### config.mk
export PLATFORM = sky130hd
export DESIGN_NAME = err_tag_rx_fifo
export DESIGN_NICKNAME = d
export VERILOG_FILES = /design/src/rtl/err_tag_rx_fifo_pkg.sv /design/src/rtl/rxf_shadow.sv /design/src/rtl/rxf_ram.sv /design/src/rtl/rxf_ptrs.sv /design/src/rtl/err_tag_rx_fifo.sv
export SDC_FILE = /design/constraint.sdc
export NUM_CORES = 1
export LEC_CHECK = 0
export BUFFER_PORTS_ARGS = -buffer_cell sky130_fd_sc_hd__buf_2
export CORE_MARGIN = 4
export CORE_UTILIZATION = 50
export DETAILED_ROUTE_END_ITERATION = 10
export GPL_TIMING_DRIVEN = 1
export PLACE_DENSITY = 0.67
export RECOVER_POWER = 50
export SLEW_MARGIN = 10
export SYNTH_ARGS = -nofsm -noshare
export SYNTH_HDL_FRONTEND = slang
export SYNTH_SLANG_ARGS = --single-unit
### constraint.sdc
create_clock -name clk -period 5.2 [get_ports clk]
set_input_delay 0.26 -clock clk [delete_from_list [all_inputs] [get_ports clk]]
set_output_delay 0.26 -clock clk [all_outputs]
set_load 0.05 [all_outputs]
### src/rtl/err_tag_rx_fifo_pkg.sv
package err_tag_rx_fifo_pkg;
  localparam int FLAG_W = 3;

  // Per-character flag set, bit 0 parity, bit 1 framing, bit 2 break
  typedef struct packed {
    logic brk;
    logic frm;
    logic par;
  } char_flags_t;

  // Line status bit positions
  localparam int LSR_W       = 5;
  localparam int LSR_READY   = 0;
  localparam int LSR_OVERRUN = 1;
  localparam int LSR_FLAG_LO = 2;
endpackage

### src/rtl/rxf_shadow.sv
module rxf_shadow
  import err_tag_rx_fifo_pkg::*;
(
  input  logic        clk,
  input  logic        rst,
  input  logic        load,
  input  char_flags_t flags_in,
  output char_flags_t flags_q
);
  always_ff @(posedge clk) begin
    if (rst)       flags_q <= '0;
    else if (load) flags_q <= flags_in;
  end

  // value is held while no load occurs
  assert_shadow_hold_R4: assert property (@(posedge clk) disable iff (rst)
    !load |=> $stable(flags_q));
endmodule

### src/rtl/rxf_ram.sv
module rxf_ram #(
  parameter int WIDTH = 11,
  parameter int DEPTH = 16,
  localparam int AW   = $clog2(DEPTH)
) (
  input  logic             clk,
  input  logic             rst,
  input  logic             we,
  input  logic [AW-1:0]    waddr,
  input  logic [WIDTH-1:0] wdata,
  input  logic             re,
  input  logic [AW-1:0]    raddr,
  output logic [WIDTH-1:0] rdata
);
  logic [WIDTH-1:0] mem [DEPTH];

  always_ff @(posedge clk) begin
    if (we) mem[waddr] <= wdata;
  end

  // Read-first output register; holds when no read
  always_ff @(posedge clk) begin
    if (rst)     rdata <= '0;
    else if (re) rdata <= mem[raddr];
  end
endmodule

### src/rtl/rxf_ptrs.sv
module rxf_ptrs #(
  parameter int DEPTH = 16,
  localparam int AW   = $clog2(DEPTH),
  localparam int CW   = $clog2(DEPTH + 1)
) (
  input  logic          clk,
  input  logic          rst,
  input  logic          wr_req,
  input  logic          rd_req,
  output logic          wr_ok,
  output logic          rd_ok,
  output logic [AW-1:0] wptr,
  output logic [AW-1:0] rptr,
  output logic [CW-1:0] count,
  output logic          overrun
);
  localparam logic [AW-1:0] LAST = AW'(DEPTH - 1);
  localparam logic [CW-1:0] FULL = CW'(DEPTH);

  assign rd_ok = rd_req && (count != '0);
  assign wr_ok = wr_req && ((count != FULL) || rd_ok);

  always_ff @(posedge clk) begin
    if (rst) begin
      wptr    <= '0;
      rptr    <= '0;
      count   <= '0;
      overrun <= 1'b0;
    end else begin
      if (wr_ok) wptr <= (wptr == LAST) ? '0 : wptr + 1'b1;
      if (rd_ok) rptr <= (rptr == LAST) ? '0 : rptr + 1'b1;
      case ({wr_ok, rd_ok})
        2'b10:   count <= count + 1'b1;
        2'b01:   count <= count - 1'b1;
        default: count <= count;
      endcase
      if (wr_req && !wr_ok) overrun <= 1'b1;
    end
  end

  assert_level_bound_R7: assert property (@(posedge clk) disable iff (rst)
    count <= FULL);
  assert_no_overflow_R8: assert property (@(posedge clk) disable iff (rst)
    (count == FULL && wr_req && !rd_req) |=> (count == FULL) && overrun);
  assert_ovr_sticky_R8: assert property (@(posedge clk) disable iff (rst)
    overrun |=> overrun);
  assert_full_rdwr_R10: assert property (@(posedge clk) disable iff (rst)
    (count == FULL && wr_req && rd_req) |=> (count == FULL) && $stable(overrun));
  assert_empty_read_R9: assert property (@(posedge clk) disable iff (rst)
    (count == '0 && rd_req && !wr_req) |=> (count == '0));
endmodule

### src/rtl/err_tag_rx_fifo.sv
module err_tag_rx_fifo
  import err_tag_rx_fifo_pkg::*;
#(
  parameter int DATA_W = 8,
  parameter int DEPTH  = 16,
  localparam int AW    = $clog2(DEPTH),
  localparam int CW    = $clog2(DEPTH + 1),
  localparam int ENT_W = DATA_W + FLAG_W
) (
  input  logic              clk,
  input  logic              rst,
  input  logic              flag_ld,
  input  logic [FLAG_W-1:0] flag_in,
  input  logic              wr_en,
  input  logic [DATA_W-1:0] wr_data,
  input  logic              rd_en,
  output logic [DATA_W-1:0] rd_data,
  output logic [LSR_W-1:0]  lsr,
  output logic [CW-1:0]     level,
  output logic              full,
  output logic              empty
);
  char_flags_t       shadow_q;
  logic              wr_ok, rd_ok, overrun;
  logic [AW-1:0]     wptr, rptr;
  logic [ENT_W-1:0]  ram_out;

  rxf_shadow u_shadow (
    .clk      (clk),
    .rst      (rst),
    .load     (flag_ld),
    .flags_in (char_flags_t'(flag_in)),
    .flags_q  (shadow_q)
  );

  rxf_ptrs #(.DEPTH(DEPTH)) u_ptrs (
    .clk     (clk),
    .rst     (rst),
    .wr_req  (wr_en),
    .rd_req  (rd_en),
    .wr_ok   (wr_ok),
    .rd_ok   (rd_ok),
    .wptr    (wptr),
    .rptr    (rptr),
    .count   (level),
    .overrun (overrun)
  );

  // Entry layout: flags in the top FLAG_W bits, character below
  rxf_ram #(.WIDTH(ENT_W), .DEPTH(DEPTH)) u_ram (
    .clk   (clk),
    .rst   (rst),
    .we    (wr_ok),
    .waddr (wptr),
    .wdata ({shadow_q, wr_data}),
    .re    (rd_ok),
    .raddr (rptr),
    .rdata (ram_out)
  );

  assign rd_data = ram_out[DATA_W-1:0];
  assign full    = (level == CW'(DEPTH));
  assign empty   = (level == '0);
  assign lsr[LSR_READY]                     = !empty;
  assign lsr[LSR_OVERRUN]                   = overrun;
  assign lsr[LSR_FLAG_LO+FLAG_W-1:LSR_FLAG_LO] = ram_out[ENT_W-1:DATA_W];

  assert_empty_pop_R9: assert property (@(posedge clk) disable iff (rst)
    (rd_en && empty) |=> $stable(rd_data) && $stable(lsr[4:2]));
  assert_ready_after_wr_R6: assert property (@(posedge clk) disable iff (rst)
    (wr_en && !rd_en) |=> lsr[LSR_READY]);
  assert_full_empty_excl_R7: assert property (@(posedge clk) disable iff (rst)
    !(full && empty));
endmodule

==> impl_metrics.env <==
export IMPL_cp_data_required_time_ns=5.58
export IMPL_fmax_ghz=0.287
export IMPL_die_area_um2=18200
export IMPL_mostFrequentLayoutCells="edfxtp_1 (176), mux4_2 (44), mux2i_1 (29), clkbuf_1 (29), dfxtp_1 (26)"
export IMPL_synth_fp_nets=445
export IMPL_viasPerCell=5.76
export IMPL_synth_simple_area_share_pct=3.99
export IMPL_start_util_pct=50.9
export IMPL_pwr_density_cell_nw_per_um2=457
export IMPL_synth_edf_count=176
export IMPL_period_minus_slack_ns=3.49
export IMPL_routedWlPerCell_um=23.8
export IMPL_synth_compound_area_share_pct=3.34
export IMPL_clkPwrFrac_pct=32.5
export IMPL_cts_root_buffer="clkbuf_16"
export IMPL_synth_area_leader_cell="edfxtp_1"
export IMPL_ys_seq_elements=204
export IMPL_ant_nets=0
export IMPL_clkSlewWorstSetupHoldPaths_ns=0.06
export IMPL_core_area_um2=15800
export IMPL_seq_area_frac_synth_pct=72.5
export IMPL_netlist_area_leader_share_pct=65.5
export IMPL_maxCapViolations=1
export IMPL_tightest_slew_ns=1.53
export IMPL_final_common_cell="edfxtp_1"
export IMPL_portBuffers=35
export IMPL_synth_flop_cell="edfxtp_1"
export IMPL_syn_area_um2=8060
export IMPL_hold_class="in -> reg"
export IMPL_grt_overflow=0
export IMPL_cp_max_fo=16
export IMPL_firstDrtPassIters=4
export IMPL_nFillCells=1236
export IMPL_grt_pass1_wl_um=25200
export IMPL_setup_viol=0
export IMPL_synthArstFlopShare_pct=0
export IMPL_slew_headroom_pct=-3.27
export IMPL_syn_inst=419
export IMPL_min_period_over_period_pct=67.1
export IMPL_syn_avg_cell_area_um2=19.2
export IMPL_violations="max-capacitance violations, max-slew violations"
export IMPL_grt_max_degree=49
export IMPL_synthDistinctLibCells=38
export IMPL_crit_start="u_ptrs.count[0]"
export IMPL_synth_top_family_by_area="multiplexers"
export IMPL_rsz0062_at_grt="false"
export IMPL_hold_violations=0
export IMPL_leakage_uw=0.00292
export IMPL_cts_sinks=204
export IMPL_setup_slack_ns=1.71
export IMPL_yosys_area_share_adder_pct=1.64
export IMPL_nNetsFinal=492
export IMPL_synthTopCellsByArea="edfxtp_1 (66%), mux4_2 (12%), dfxtp_1 (7.0%)"
export IMPL_drc=0
export IMPL_endpoint_kind="flip-flop"
export IMPL_htree_levels=1
export IMPL_hpwl_um=9530
export IMPL_final_setup_skew_ns=0.0179
export IMPL_post_cts_setup_buffers=0
export IMPL_start_kind="flip-flop"
export IMPL_vias=4008
export IMPL_p_int_uw=2910
export IMPL_first_global_vias=4080
export IMPL_io_pins=36
export IMPL_area_growth_syn_to_layout_pct=12.6
export IMPL_seqPwrFrac_pct=47.8
export IMPL_antenna_found_initial=0
export IMPL_die_width_um=135
export IMPL_cts_tree="built"
export IMPL_power_frac_comb_pct=19.7
export IMPL_reg2reg_from="u_ptrs.count[0]"
export IMPL_synthMuxAreaShare_pct=16.0
export IMPL_dp_slack_ns=1.83
export IMPL_post_cts_resized=0
export IMPL_wl_um=16600
export IMPL_hold_buffers=0
export IMPL_status="finished with violations"
export IMPL_clk_path_buf_depth=3
export IMPL_synthXorXnorAreaFrac_pct=0.543
export IMPL_final_setup_tns_ns=0
export IMPL_rows=46
export IMPL_switching_share_pct=29.7
export IMPL_worstPathArrival_ns=3.86
export IMPL_drive_above_1_share_pct=24.0
export IMPL_final_max_slew_viol_count=6
export IMPL_worstSkewPairLatency_ns=0.50
export IMPL_cts_buffers=21
export IMPL_critPathKind="reg -> reg"
export IMPL_antenna_cells=0
export IMPL_ys_warn_count=0
export IMPL_vdd_drop_max_mv=0.307
export IMPL_die_h_um=135
export IMPL_drt_iter0_drc=320
export IMPL_power_net_switching_uw=1230
export IMPL_place_gp_congestion=0.763
export IMPL_hold_start="flag_in[1]"
export IMPL_grtUsageTotal_pct=18.7
==> final cells by class <==
cell class / instances / area (µm²) / share of cell area [%]
tap: 216 / 270 / 2.98
clock inverter: 10 / 50.0 / 0.551
timing repair buffer: 49 / 249 / 2.74
clock buffer: 27 / 568 / 6.26
sequential: 204 / 5850 / 64.4
multi-input combinational: 184 / 2070 / 22.8
inverter: 6 / 22.5 / 0.248
==> synthesized netlist by cell type (all sizes together), types with 7 or more instances <==
| cell type | count |
|---|---|
| mux2i | 29 |
| nor3 | 7 |
| clkbuf | 11 |
| o221ai | 11 |
| mux4 | 44 |
| edfxtp | 176 |
| ha | 9 |
| nor2 | 29 |
| nand3b | 13 |
| a21oi | 8 |
| dfxtp | 28 |
| buf | 14 |
| nand2 | 9 |
==> layer usage <==
layer,GRT usage [%],routed length [µm]
met5,0,0
met4,4.93,421
met3,3.20,1410
met2,30.0,8060
met1,27.0,6670
==> per-stage QoR <==
| stage | hold slack [ns] | power (µW) | util [%] | area [µm²] | cells |
|---|---|---|---|---|---|
| 6_report | 0.0116 | 4150 | 57.4 | 9080 | 696 |
| 3_3_place_gp | 0.454 | 2850 | 53.8 | 8510 | 659 |
| 4_1_cts | 0.00386 | 4210 | 57.7 | 9130 | 696 |
| 3_5_place_dp | 0.487 | 2870 | 53.8 | 8510 | 659 |
| 2_1_floorplan | 0.359 | 2660 | - | 8060 | 419 |
| 5_1_grt | 0.0130 | 4330 | 57.4 | 9080 | 696 |
==> final timing paths <==
kind,end,slack [ns],depth (start not counted)
worst max-delay path,u_ptrs.count[4],1.71,9
worst min-delay path,u_shadow.flags_q[1],0.01,3
worst max register to register,u_ptrs.count[4],1.71,9
worst min register to register,u_ptrs.overrun,0.51,2
==> sequential cells by signal, indices dropped and copies added (netlist names) <==
signal            count
u_ptrs.wptr           4
u_shadow.flags_q      3
u_ptrs.rptr           4
u_ram.rdata          11
u_ptrs.overrun        1
u_ram.mem           176
u_ptrs.count          5
==> power by group through the flow <==
stage	Sequential (µW)	Combinational [µW]	Clock (µW)
after floorplan	2090	570	0
after global placement	2020	831	0
after detailed placement	2020	848	0
after CTS	1990	851	1380
after global routing	2000	869	1460
final	1980	816	1350
==> logic make-up after synthesis <==
family / Yosys count
DFF: 204
muxes: 74
and+or+nand+nor: 64
buffers and inverters: 31
adders and majority gates: 10
AOI/OAI and AO/OA: 31
xor gates and xnor gates: 5
==> critical path, stage by stage, from the launching register on <==
cell	delay, ns
dfxtp_1	0.37
or4_1	0.70
o21ai_4	0.47
inv_2	0.14
ha_1	0.32
fa_1	0.43
a21o_1	0.19
a21oi_1	0.18
mux2i_1	0.23
mux2_2	0.34
(Power assumes the default switching activity.)
